[config.mk]
export PLATFORM = sky130hd
export DESIGN_NAME = pred_exec_unit
export DESIGN_NICKNAME = d
export VERILOG_FILES = /design/src/rtl/pexu_pkg.sv /design/src/rtl/pexu_predicate.sv /design/src/rtl/pexu_adder.sv /design/src/rtl/pexu_regfile.sv /design/src/rtl/pred_exec_unit.sv
export SDC_FILE = /design/constraint.sdc
export NUM_CORES = 1
export LEC_CHECK = 0
export ABC_AREA = 1
export BUFFER_PORTS_ARGS = -buffer_cell sky130_fd_sc_hd__buf_2
export CORE_ASPECT_RATIO = 1.5
export CORE_UTILIZATION = 30
export DETAILED_ROUTE_END_ITERATION = 12
export PLACE_DENSITY = 0.48
export SYNTH_ARGS = -nofsm -noshare
export SYNTH_HDL_FRONTEND = slang
export SYNTH_SLANG_ARGS = --single-unit
export TNS_END_PERCENT = 1
[constraint.sdc]
create_clock -name clk -period 5.58 [get_ports clk]
set_input_delay 1.116 -clock clk [delete_from_list [all_inputs] [get_ports clk]]
set_output_delay 1.116 -clock clk [all_outputs]
set_load 0.005 [all_outputs]
[src/rtl/pexu_pkg.sv]
package pexu_pkg;
    localparam int INSN_W    = 16;
    localparam int POS_EN_A  = 15;
    localparam int POS_EN_B  = 14;
    localparam int POS_REQ_A = 13;
    localparam int POS_REQ_B = 12;
    localparam int POS_SGN   = 7;
    localparam int POS_CHK   = 6;
    localparam int POS_FSEL  = 5;
    localparam int POS_INV   = 4;
    localparam logic [3:0] CLS_ARITH = 4'h1;
    localparam logic [3:0] OP_ADD    = 4'h0;
    localparam logic [3:0] OP_RSV    = 4'h1;

    typedef enum logic {
        ST_RUN  = 1'b0,
        ST_HALT = 1'b1
    } exu_state_t;
endpackage

[src/rtl/pexu_predicate.sv]
module pexu_predicate
    import pexu_pkg::*;
(
    input  logic [3:0] pred_field,
    input  logic       cur_a,
    input  logic       cur_b,
    output logic       pass
);
    logic miss_a;
    logic miss_b;

    always_comb begin
        miss_a = pred_field[POS_EN_A - 12] && (pred_field[POS_REQ_A - 12] != cur_a);
        miss_b = pred_field[POS_EN_B - 12] && (pred_field[POS_REQ_B - 12] != cur_b);
        pass   = !(miss_a || miss_b);
    end
endmodule

[src/rtl/pexu_adder.sv]
module pexu_adder #(
    parameter int DATA_W = 16
) (
    input  logic [DATA_W-1:0] opnd_a,
    input  logic [DATA_W-1:0] opnd_b,
    input  logic              use_signed,
    input  logic              invert,
    output logic [DATA_W-1:0] result,
    output logic              flag_val
);
    logic [DATA_W:0] wide_sum;
    logic            carry_out;
    logic            sgn_ovf;

    always_comb begin
        wide_sum  = {1'b0, opnd_a} + {1'b0, opnd_b};
        carry_out = wide_sum[DATA_W];
        sgn_ovf   = (opnd_a[DATA_W-1] == opnd_b[DATA_W-1]) &&
                    (wide_sum[DATA_W-1] != opnd_a[DATA_W-1]);
        flag_val  = use_signed ? sgn_ovf : carry_out;
        result    = invert ? ~wide_sum[DATA_W-1:0] : wide_sum[DATA_W-1:0];
    end
endmodule

[src/rtl/pexu_regfile.sv]
module pexu_regfile #(
    parameter int DATA_W    = 16,
    parameter int REG_COUNT = 32
) (
    input  logic                         clk,
    input  logic                         rst_n,
    input  logic [$clog2(REG_COUNT)-1:0] rd_a_idx,
    input  logic [$clog2(REG_COUNT)-1:0] rd_b_idx,
    output logic [DATA_W-1:0]            rd_a_data,
    output logic [DATA_W-1:0]            rd_b_data,
    input  logic                         wr_en,
    input  logic [$clog2(REG_COUNT)-1:0] wr_idx,
    input  logic [DATA_W-1:0]            wr_data,
    input  logic                         pc_en,
    input  logic [DATA_W-1:0]            pc_next,
    output logic [DATA_W-1:0]            pc_cur
);
    localparam int PC_IDX = REG_COUNT - 1;

    logic [DATA_W-1:0] regs [REG_COUNT];

    genvar gi;
    generate
        for (gi = 0; gi < REG_COUNT; gi++) begin : g_reg
            if (gi == PC_IDX) begin : g_pc
                always_ff @(posedge clk) begin
                    if (!rst_n)     regs[gi] <= '0;
                    else if (pc_en) regs[gi] <= pc_next;
                end
            end else begin : g_gpr
                always_ff @(posedge clk) begin
                    if (!rst_n)
                        regs[gi] <= '0;
                    else if (wr_en && (wr_idx == gi[$clog2(REG_COUNT)-1:0]))
                        regs[gi] <= wr_data;
                end
            end
        end
    endgenerate

    assign rd_a_data = regs[rd_a_idx];
    assign rd_b_data = regs[rd_b_idx];
    assign pc_cur    = regs[PC_IDX];
endmodule

[src/rtl/pred_exec_unit.sv]
module pred_exec_unit
    import pexu_pkg::*;
#(
    parameter int DATA_W    = 16,
    parameter int REG_COUNT = 32
) (
    input  logic                         clk,
    input  logic                         rst_n,
    output logic [DATA_W-1:0]            fetch_addr,
    input  logic [INSN_W-1:0]            insn_w0,
    input  logic [INSN_W-1:0]            insn_w1,
    output logic                         halt,
    output logic                         flag_a,
    output logic                         flag_b,
    output logic                         wb_en,
    output logic [$clog2(REG_COUNT)-1:0] wb_idx,
    output logic [DATA_W-1:0]            wb_data
);
    localparam int AW     = $clog2(REG_COUNT);
    localparam int PC_IDX = REG_COUNT - 1;
    localparam logic [AW-1:0] PC_SEL = AW'(PC_IDX);

    exu_state_t state_q, state_d;

    logic [AW-1:0]     src1, src2, dst;
    logic [3:0]        cls, opc;
    logic              pred_ok, running, is_arith, halt_req, do_add, flag_we;
    logic [DATA_W-1:0] opnd_a, opnd_b, add_res, pc;
    logic              add_flag;
    logic              unused_w1_lsb;

    assign src1 = insn_w1[INSN_W-1 -: AW];
    assign src2 = insn_w1[INSN_W-1-AW -: AW];
    assign dst  = insn_w1[AW:1];
    assign cls  = insn_w0[11:8];
    assign opc  = insn_w0[3:0];
    assign unused_w1_lsb = insn_w1[0];

    pexu_predicate u_pred (
        .pred_field (insn_w0[15:12]),
        .cur_a      (flag_a),
        .cur_b      (flag_b),
        .pass       (pred_ok)
    );

    pexu_regfile #(.DATA_W(DATA_W), .REG_COUNT(REG_COUNT)) u_rf (
        .clk       (clk),
        .rst_n     (rst_n),
        .rd_a_idx  (src1),
        .rd_b_idx  (src2),
        .rd_a_data (opnd_a),
        .rd_b_data (opnd_b),
        .wr_en     (wb_en),
        .wr_idx    (wb_idx),
        .wr_data   (wb_data),
        .pc_en     (running && !halt_req),
        .pc_next   (pc + DATA_W'(2)),
        .pc_cur    (pc)
    );

    pexu_adder #(.DATA_W(DATA_W)) u_add (
        .opnd_a     (opnd_a),
        .opnd_b     (opnd_b),
        .use_signed (insn_w0[POS_SGN]),
        .invert     (insn_w0[POS_INV]),
        .result     (add_res),
        .flag_val   (add_flag)
    );

    // State register
    always_ff @(posedge clk) begin
        if (!rst_n) state_q <= ST_RUN;
        else        state_q <= state_d;
    end

    // Next state and outputs
    always_comb begin
        running  = (state_q == ST_RUN);
        is_arith = (cls == CLS_ARITH);
        halt_req = running && pred_ok &&
                   (!is_arith || !((opc == OP_ADD) || (opc == OP_RSV)));
        do_add   = running && pred_ok && is_arith && (opc == OP_ADD);
        flag_we  = do_add && insn_w0[POS_CHK];
        wb_en    = do_add && (dst != PC_SEL);
        wb_idx   = dst;
        wb_data  = add_res;
        halt     = !running;
        state_d  = state_q;
        unique case (state_q)
            ST_RUN:  if (halt_req) state_d = ST_HALT;   // run_to_halt
            ST_HALT: state_d = ST_HALT;                 // halt_hold
        endcase
    end

    assign fetch_addr = pc;

    always_ff @(posedge clk) begin
        if (!rst_n) begin
            flag_a <= 1'b0;
            flag_b <= 1'b0;
        end else if (flag_we) begin
            if (insn_w0[POS_FSEL]) flag_b <= add_flag;
            else                   flag_a <= add_flag;
        end
    end

    assert_pc_step_R2: assert property (@(posedge clk) disable iff (!rst_n)
        (running && !halt_req) |=> (fetch_addr == $past(fetch_addr) + DATA_W'(2)));

    assert_skip_quiet_R3: assert property (@(posedge clk) disable iff (!rst_n)
        (running && !pred_ok) |=> ($stable(flag_a) && $stable(flag_b) && !$past(wb_en)));

    assert_halt_entry_R4: assert property (@(posedge clk) disable iff (!rst_n)
        halt_req |=> (halt && $stable(flag_a) && $stable(flag_b)));

    assert_no_flag_wrap_R5: assert property (@(posedge clk) disable iff (!rst_n)
        (running && !insn_w0[POS_CHK]) |=> ($stable(flag_a) && $stable(flag_b)));

    assert_pc_not_written_R9: assert property (@(posedge clk) disable iff (!rst_n)
        wb_en |-> (wb_idx != PC_SEL));

    assert_halt_no_write_R10: assert property (@(posedge clk) disable iff (!rst_n)
        halt_req |-> !wb_en);

    assert_halt_frozen_R11: assert property (@(posedge clk) disable iff (!rst_n)
        halt |=> (halt && $stable(fetch_addr) && $stable(flag_a) && $stable(flag_b) && !wb_en));
endmodule

# Yosys cells after proc, flatten, opt, wreduce, memory -nomap -nowiden
# Memory sizes are Yosys's and may differ from the RTL's.
# Cells that the tools add are included.
[word_totals]
ff_bits = 3
latch_bits = 0
mem_bits_rw = 512
mem_bits_ro = 0
input_bits = 34
out_inout_bits = 41
wordCells = 263
memories = 1
[memory_table]
columns = ["name", "depth", "word_bits", "rd", "rd_ports_with_merged_regs", "wr", "line_no", "text"]
rows = [
  ["u_rf.regs", 32, 16, 3, 0, 32, "pexu_regfile.sv:20", "logic [DATA_W-1:0] regs [REG_COUNT];"],
]
[op_classes]
n_addsub = 2
n_mul = 0
div_mod_pow = 0
order_cmp = 0
n_eq_ne = 37
shift = 0
n_mux = 133
bitwise = 35
reduce_logical = 52
[op_table]
columns = ["cell", "count"]
rows = [
  ["$mux 16", 33],
  ["$mux 1", 99],
  ["$eq 5x5->1 const B", 15],
  ["$logic_and 1x1->1", 41],
  ["$eq 5x4->1 const B", 8],
  ["$or 1x1->1", 32],
  ["$eq 5x3->1 const B", 4],
  ["$add 16x16->17", 1],
  ["$add 16x2->16 const B", 1],
  ["$not 16->16", 1],
  ["$eq 5x2->1 const B", 2],
  ["$eq 4x1->1 const B", 2],
  ["$eq 5x1->1 const B", 1],
  ["$logic_not 5->1", 1],
  ["$ne 5x5->1 const B", 1],
  ["$logic_not 1->1", 4],
  ["$logic_not 4->1", 1],
  ["$reduce_and 2->1", 2],
  ["$logic_or 1x1->1", 3],
  ["$ne 1x1->1", 3],
  ["$not 1->1", 2],
  ["$pmux 1 s2", 1],
  ["$eq 1x1->1", 1],
]

# Longest topological paths before layout
# Gate-level depths: netlist of the first run.
[logic_depth]
ltp_word = 13
depth_mapped = 24
ltp_nobuf = 22

# Cells and area by module
# Synthesis of the first run repeated with hierarchy kept, for this count alone.
[unflattened]
cells_unflattened = 3962
hier_area_um2 = 30516.8
[by_module_without_submodules]
columns = ["module", "instances", "cells_per_inst", "area_per_inst_um2"]
rows = [
  ["pexu_regfile", 1, 3702, 28882.7],
  ["pexu_adder", 1, 166, 1062.3],
  ["pred_exec_unit", 1, 85, 538.0],
  ["pexu_predicate", 1, 9, 33.8],
]

# Worst setup path before layout of the first run
# OpenSTA, ideal clock, no wires.
[synth_path]
path_kind = "input port to output port"
start = "input insn_w1[11]"
end = "output wb_data[12]"
t_arrival_ps = 4336
slack_ps = 128
cell_stages = 21
path_cell_list = "buf_2 clkinv_1 buf_2 buf_2 clkbuf_1 o21ai_0 o22ai_1 o21ai_0 a31oi_1 ha_1 fa_1 nand3_1 nand2_1 a21oi_1 o21ai_1 nand2_1 nand2_1 or2_2 nand2_1 buf_2 inv_1"
[synth_between]
elab_chain_cells = 4
[synth_rtl]
columns = ["item", "line_no", "text"]
rows = [
  ["start, declared", "pred_exec_unit.sv:11", "input logic [INSN_W-1:0] insn_w1,"],
  ["$mem_v2 32x16 *", "n/a", ""],
  ["$add 16x16->17 *", "pexu_adder.sv:16", "wide_sum = {1'b0, opnd_a} + {1'b0, opnd_b};"],
  ["$not 16->16", "pexu_adder.sv:21", "result = invert ? ~wide_sum[DATA_W-1:0] : wide_sum[DATA_W-1:0];"],
  ["$mux 16 *", "pexu_adder.sv:21", ""],
  ["end, declared", "pred_exec_unit.sv:17", "output logic [DATA_W-1:0] wb_data"],
]
# Mark *: on every way between the ends. The rest lies on a longest branch, timed or not.

# Final worst setup path of the first run
[layout_path]
start = "input insn_w1[11]"
end = "output wb_data[8]"
# Same word-level chain as after synthesis.

==> results of run 1 <==
per-layer routing:
metal	up-vias	GRT usage [%]	routed length, um	share of wire, %
met2	1382	46.0	66400	50
li1	11900	-	-	-
met5	-	0	0	0
met3	439	2.83	8620	6.4
met4	0	19.1	11100	8.3
met1	13500	29.5	47700	36
metrics by stage:
stage                     TNS [ps]  area (um2)  instances
after floorplan                  0       28900       3245
after global placement       -1530       33200       4638
after detailed placement     -1440       33200       4638
after CTS                        0       35000       4735
after global routing         -10.8       35700       4753
final                            0       35700       4753
state kept, by name (all words and copies together) (netlist names):
name       count
u_rf.regs    511
flag_a         1
flag_b         1
halt           1
report_power, final:
group,switching [mW],leakage (nW),internal (mW)
clock network,1.59,0.808,1.96
registers,0.0957,5.34,4.37
logic,2.23,6.98,1.02
logic make-up after synthesis:
logic type / count (synthesis)
AO/OA/AOI/OAI: 926
adder cells (fa/ha/maj): 18
XOR/XNOR: 34
buffers and inverters: 399
other: 1
flip-flops: 514
AND/OR/NAND/NOR: 1353
synth_stat cells (3+ instances only):
cell	number
inv_1	81
o21ai_0	556
inv_2	4
a21oi_1	56
nand3_2	16
a21o_1	3
clkbuf_1	228
nand3b_1	3
buf_1	6
or2_2	4
buf_6	17
nand4_1	3
xnor2_1	11
nor2_1	986
nand2_2	3
buf_2	53
o21a_1	9
ha_1	17
nor3b_1	6
nor2_2	73
edfxtp_1	511
o21bai_1	3
nand3_1	105
nand2_1	137
dfxtp_1	3
xor2_1	23
nor3_1	4
a22oi_1	13
a31oi_1	49
o221ai_1	188
buf_4	7
o22ai_1	43
nand3_4	8
final cells by class:
type	count	share of cell area [%]
inverter	87	1.10
clock inverter	23	0.526
timing repair buffer	453	11.9
clock buffer	73	4.10
multi-input combinational	2332	34.7
tap	1269	4.45
sequential	514	43.2
timing repair inverter	2	0.0771
tightest hold or removal path, delay by kind of cell, from the launching register on:
family | cells | cell delay [ps]
buf+inv | 2 | 80
simple gates | 1 | 70
flops | 1 | 330
compound gates | 1 | 70
worst max-delay path by stage:
| stage | slack [ps] | from | cells after the start | end |
|---|---|---|---|---|
| after global routing | -10 | insn_w1[12] | 23 | wb_data[14] |
| after detailed placement | -290 | insn_w1[11] | 21 | wb_data[8] |
| after CTS | 8 | insn_w1[7] | 20 | wb_data[8] |
| after global placement | -320 | insn_w1[11] | 21 | wb_data[8] |
| after floorplan | 130 | insn_w1[11] | 21 | wb_data[12] |
| final | 80 | insn_w1[11] | 19 | wb_data[8] |
what timing repair did:
item,4_1_cts,5_1_grt
resized for setup,49,104
pin swaps,8,31
setup endpoints to repair,8,9
hold endpoints to repair,0,0
buffers inserted,1,9
gates cloned,1,9
==> metrics.md, run 1 <==
| Metric | Value |
|---|---|
| Final critical-path required period | `5500 ps` |
| Setup Skew | `38.6 ps` |
| Fraction of the mapped netlist area in adder cells | `0.805%` |
| Cts bufs inserted | `53` |
| Port Buf Inserts | `72` |
| DIE AREA | `97600 um2` |
| Pwr Density | `316 nW/um2` |
| Initial Util | `30.2%` |
| Avg Cell Area, Syn | `8.91 um2` |
| Reg-to-Reg End | `u_rf.regs[15][7]` |
| Area delta synth->final | `23.4%` |
| Largest net degree at the start of global routing | `67` |
| Post-synthesis mux area share | `0%` |
| Core ar. | `95700 um2` |
| RSZ-0062 raised after global routing | `true` |
| Number of library cell types mapped by synthesis | `46` |
| Worst-margin pin slew | `1110 ps` |
| R2R setup slack | `1550 ps` |
| Reg area | `15400 um2` |
| CTS tree | `yes` |
| Post-Synth Simple-Gate Area | `19.7%` |
| CTS Sinks | `514` |
| Final Hold Fails | `0` |
| Synth Instances | `3245` |
| Peak per-stage delay on the critical path | `360 ps` |
| Post-cts hold buffer count | `0` |
| Layout cells sized above 1 | `21.4%` |
| CP required | `4460 ps` |
| Top post-synthesis cells by area | `edfxtp_1 53%, nor2_1 13%, o21ai_0 9.6%` |
| Layout Utilization | `37.3%` |
| CP cell instances | `clkbuf_16 -> clkinv_16 -> buf_4 -> buf_4 -> buf_4 -> o21ai_0 -> o221ai_1 -> a31oi_2 -> a21oi_2 -> ha_1 -> buf_4 -> nand2_1 -> o21ai_4 -> buf_4 -> buf_12 -> xor2_4 -> buf_12 -> inv_1 -> buf_2` |
| Synth warn | `0` |
| FF+latch count, synth | `514` |
| Crit Path Class | `input port to output port` |
| Area of the multi-input gates | `12400 um2` |
| GRT Overall Usage | `26.2%` |
| Power, Total | `11.3 mW` |
| Clock Path Buffers | `3` |
| DRT iter0 DRCs | `2793` |
| Routed vias | `27300` |
| Final WL | `134000 um` |
| Setup-failing EPs final | `0` |
| DP HPWL | `90200 um` |
| Dpl ws | `-292 ps` |
| Crit path buffers/inverters | `11` |
| Vias in the first global route | `26300` |
| Worst path top cell family by delay | `buffers and inverters` |
| Most frequent cell on the critical path | `buf_4` |
| CP Max Fanout | `10` |
| GPL Wtd Cong | `0.991` |
| Net count, final | `3495` |
| WHS Endpoint | `flag_b` |
| Initial antenna violation count | `1` |
| FFs w/ async S/R, synth | `0%` |
| Startpoint type of the worst setup path | `input port` |
| Main combinational cell family by area after synthesis | `simple AND/OR/NAND/NOR gates` |
| I/O pins | `75` |
| Tcrit/Tclk final | `98.6%` |
| Status | `complete, no violations` |
| WHS Path Cells | `4` |
| Leakage power | `13.1 nW` |
| Seq/Total Area, Yosys | `53.3%` |
| Worst path arrival time | `4390 ps` |
| Share of Yosys cell area claimed by the top area cell type | `53.1%` |
| Setup ws final | `77.4 ps` |
| Predominant post-synthesis flop cell | `edfxtp_1` |
| Worst hold path type | `flip-flop to flip-flop` |
| Slowest cell on crit path | `ha_1` |
| Avg Vias per Cell | `5.73` |
| Min-delay src | `flag_b` |
| DRC viols | `0` |
| Final ANT Viol Nets | `0` |
| FMAX | `182 MHz` |
| Std-Cell Rows | `139` |
| Commonest non-fill, non-tap cell in the layout | `nor2_1` |
| Die Ht | `382 um` |
| Number of flops mapped to enable cells by yosys | `511` |
| Syn_nets | `3297` |
| Hold_ws | `588 ps` |
| CTS H-tree lvls | `2` |
| Most frequent cells in the layout | `981 x nor2_1, 511 x edfxtp_1, 503 x o21ai_0` |
| XOR/XNOR Fraction of Synth Area | `1.03%` |
| VDD IR-drop max | `0.264 mV` |
| Worst r2r src | `u_rf.regs[31][5]` |
| Clock latency at the later pin of the worst-skew pair | `660 ps` |
| Root buf cell | `clkbuf_16` |
| Synth Cell Area | `28900 um2` |
| Post-synthesis compound-gate area fraction | `19.2%` |
| Max_cap viols | `0` |
| N_diodes | `0` |
| FF-to-FF path depth | `19` |
| Final Max Tran Viols | `0` |
| Yosys top cell by area | `edfxtp_1` |
| Fill cells | `9745` |
| Rel. slew slack | `26.2%` |
| CTS clk-pin slew, worst paths | `60 ps` |
| WL/cell | `28.1 um` |
| DRT Pass-1 Iters | `6` |
| Grt total ovfl | `0` |
| First-pass GRT wire length | `186000 um` |
| CP Capture Type | `output port` |
| Die width | `255 um` |
Note: power is estimated with default switching activity, not from simulation.
==> run 2: changes to the inputs <==
--- a/config.mk
+++ b/config.mk
@@ -7,11 +7,11 @@
 export LEC_CHECK = 0
 export ABC_AREA = 1
 export BUFFER_PORTS_ARGS = -buffer_cell sky130_fd_sc_hd__buf_2
-export CORE_ASPECT_RATIO = 1.5
+export CORE_ASPECT_RATIO = 0.7
 export CORE_UTILIZATION = 30
 export DETAILED_ROUTE_END_ITERATION = 12
 export PLACE_DENSITY = 0.48
 export SYNTH_ARGS = -nofsm -noshare
 export SYNTH_HDL_FRONTEND = slang
 export SYNTH_SLANG_ARGS = --single-unit
-export TNS_END_PERCENT = 1
+export TNS_END_PERCENT = 100
==> run 2 against run 1 <==
  * The flow now finishes with violations (negative setup slack)
  * Critical path depth rose by 1
  * Power shrank 0.16%
  * Worst hold slack improved by 8.2 ps
  * Clock-buffer cell count decreased by 3
  * Via count is essentially flat
  * Combinational power shrank 2%
  * Clock power grew 2%
  * Sequential power hardly changed
  * Die area hardly changed
  * Clock skew decreased by 3.4 ps
  * Cell area down 2.2%
  * Utilization fell by 0.45 points
  * Critical endpoint is now wb_data[14]
==> metrics.md, run 2 (synthesis gave the netlist of run 1 again) <==
| Metric | Value |
|---|---|
| Status | `complete, but fails checks` |
| Failing checks | `negative setup slack` |
| CP required | `4460 ps` |
| Clock share of power | `32.1%` |
| Final Max Tran Viols | `0` |
| I/O pins | `75` |
| CP Max Fanout | `18` |
| Cts bufs inserted | `54` |
| Placement Cell Area | `32800 um2` |
| Fill cells | `9511` |
| Net count, final | `3451` |
| Rel. slew slack | `4.59%` |
| Commonest non-fill, non-tap cell in the layout | `nor2_1` |
| Layout Utilization | `36.9%` |
| DRT iter0 DRCs | `4264` |
| Dpl ws | `-272 ps` |
| CP cell instances | `buf_2 -> buf_4 -> o221ai_1 -> nand3_1 -> nand2_1 -> nor2_1 -> a31oi_1 -> ha_2 -> fa_1 -> nand3_1 -> nand2_2 -> a21oi_1 -> buf_4 -> buf_4 -> nand3b_1 -> nand2_2 -> or2_2 -> nand2_1 -> inv_1 -> buf_2` |
| Clock Path Buffers | `3` |
| Worst hold path type | `flip-flop to flip-flop` |
| GRT Overall Usage | `26.5%` |
| CTS H-tree lvls | `2` |
| CTS clk-pin slew, worst paths | `60 ps` |
| Tcrit/Tclk final | `100%` |
| RSZ-0062 raised after global routing | `true` |
| Setup ws final | `-21.3 ps` |
| WL/cell | `28.5 um` |
| DRT Pass-1 Iters | `6` |
| DIE AREA | `97600 um2` |
| R2R setup slack | `1580 ps` |
| CP Capture Type | `output port` |
| Leakage power | `12.8 nW` |
| Worst-margin pin slew | `1430 ps` |
| Slowest cell on crit path | `buf_4` |
| Pwr Density | `322 nW/um2` |
| Max_cap viols | `0` |
| Root buf cell | `clkbuf_16` |
| Final WL | `134000 um` |
| Startpoint type of the worst setup path | `input port` |
| Psw | `4.00 mW` |
| Grt total ovfl | `0` |
| Clock latency at the later pin of the worst-skew pair | `650 ps` |
| Final critical-path required period | `5600 ps` |
| Die Ht | `262 um` |
| Most frequent cells in the layout | `983 x nor2_1, 519 x o21ai_0, 511 x edfxtp_1` |
| Worst path top cell family by delay | `buffers and inverters` |
| Internal | `7.24 mW` |
| Setup-failing EPs final | `1` |
| Seq pwr share | `39.7%` |
| Switching part of the total | `35.6%` |
| Largest net degree at the start of global routing | `63` |
| Setup TNS | `-21.3 ps` |
| First-pass GRT wire length | `186000 um` |
| Initial antenna violation count | `7` |
| CTS tree | `yes` |
| Vias in the first global route | `24500` |
| Power share of the combinational group | `28.2%` |
| Area delta synth->final | `20.7%` |
| Largest Register | `u_rf.regs` |
| Worst path arrival time | `4490 ps` |
| DRC viols | `0` |
| Routed vias | `27300` |
| Area of the multi-input gates | `12200 um2` |
| Initial Util | `30.5%` |
| Most frequent cell on the critical path | `buf_4` |
| Final ANT Viol Nets | `0` |
| DP HPWL | `87400 um` |
| CTS Sinks | `514` |
| Std-Cell Rows | `94` |
| Crit Path Class | `input port to output port` |
| Reg area | `15400 um2` |
| Layout cells sized above 1 | `19.3%` |
| Crit path buffers/inverters | `6` |
| Avg Vias per Cell | `5.82` |
| Port Buf Inserts | `72` |
| Setup Skew | `35.2 ps` |
| Die width | `373 um` |
| FMAX | `179 MHz` |
| Power, Total | `11.2 mW` |
| GPL Wtd Cong | `0.941` |
| Final Cell Area | `34900 um2` |
| Peak per-stage delay on the critical path | `450 ps` |
| Final Hold Fails | `0` |
| Core ar. | `94700 um2` |
| VDD IR-drop max | `0.405 mV` |
| Max FFs per register | `511` |
## run 2: per-stage QoR
step                      hold WS (ps)  std cells
after global routing               623       4684
after global placement             583       4584
final                              596       4688
after detailed placement           592       4584
after CTS                          600       4676
after floorplan                    559       3245
## run 2: routing by layer
| metal | global-route usage [%] | up-vias | part of all wire, % |
|---|---|---|---|
| met4 | 7.85 | 2 | 2.9 |
| met3 | 6.87 | 238 | 12 |
| met2 | 36.1 | 1808 | 39 |
| met5 | 0 | - | 0.010 |
| met1 | 40.2 | 13400 | 46 |
| li1 | - | 11800 | - |
## run 2: area by class of cell
cell class	instances	area share, %
Timing Repair inverter	2	0.0646
Clock inverter	22	0.506
Sequential cell	514	44.2
Antenna cell	5	0.0359
Tap cell	1248	4.48
Clock buffer	70	4.23
Multi-Input combinational cell	2332	35.0
Inverter	87	1.06
Timing Repair Buffer	408	10.5
## run 2: path summary, 6_finish.rpt
check	depth (start not counted)	start	to
setup / recovery	20	insn_w1[13]	wb_data[14]
hold / removal	4	flag_b	flag_b
setup reg to reg	18	u_rf.regs[9][4]	u_rf.regs[5][9]
hold reg to reg	4	flag_b	flag_b
## run 2: power by group through the flow
stage / logic, mW / registers (mW) / clock network, mW
CTS: 3.04 / 4.46 / 3.63
detailed placement: 3.02 / 4.54 / 0
floorplan: 1.45 / 4.51 / 0
global route: 3.29 / 4.48 / 3.77
finish: 3.17 / 4.47 / 3.61
global placement: 3.02 / 4.54 / 0
## run 2: tightest hold or removal path: stages, from the launching register on
cell      delay (ps)
dfxtp_1          340
inv_1             50
a21boi_0          70
nand2_1           60
inv_1             30
## run 2: timing repair
item,CTS,global route
gates cloned,0,4
setup endpoints to repair,9,9
hold buffers,0,0
pin swaps,0,16
setup buffers,0,3
resized for setup,14,61
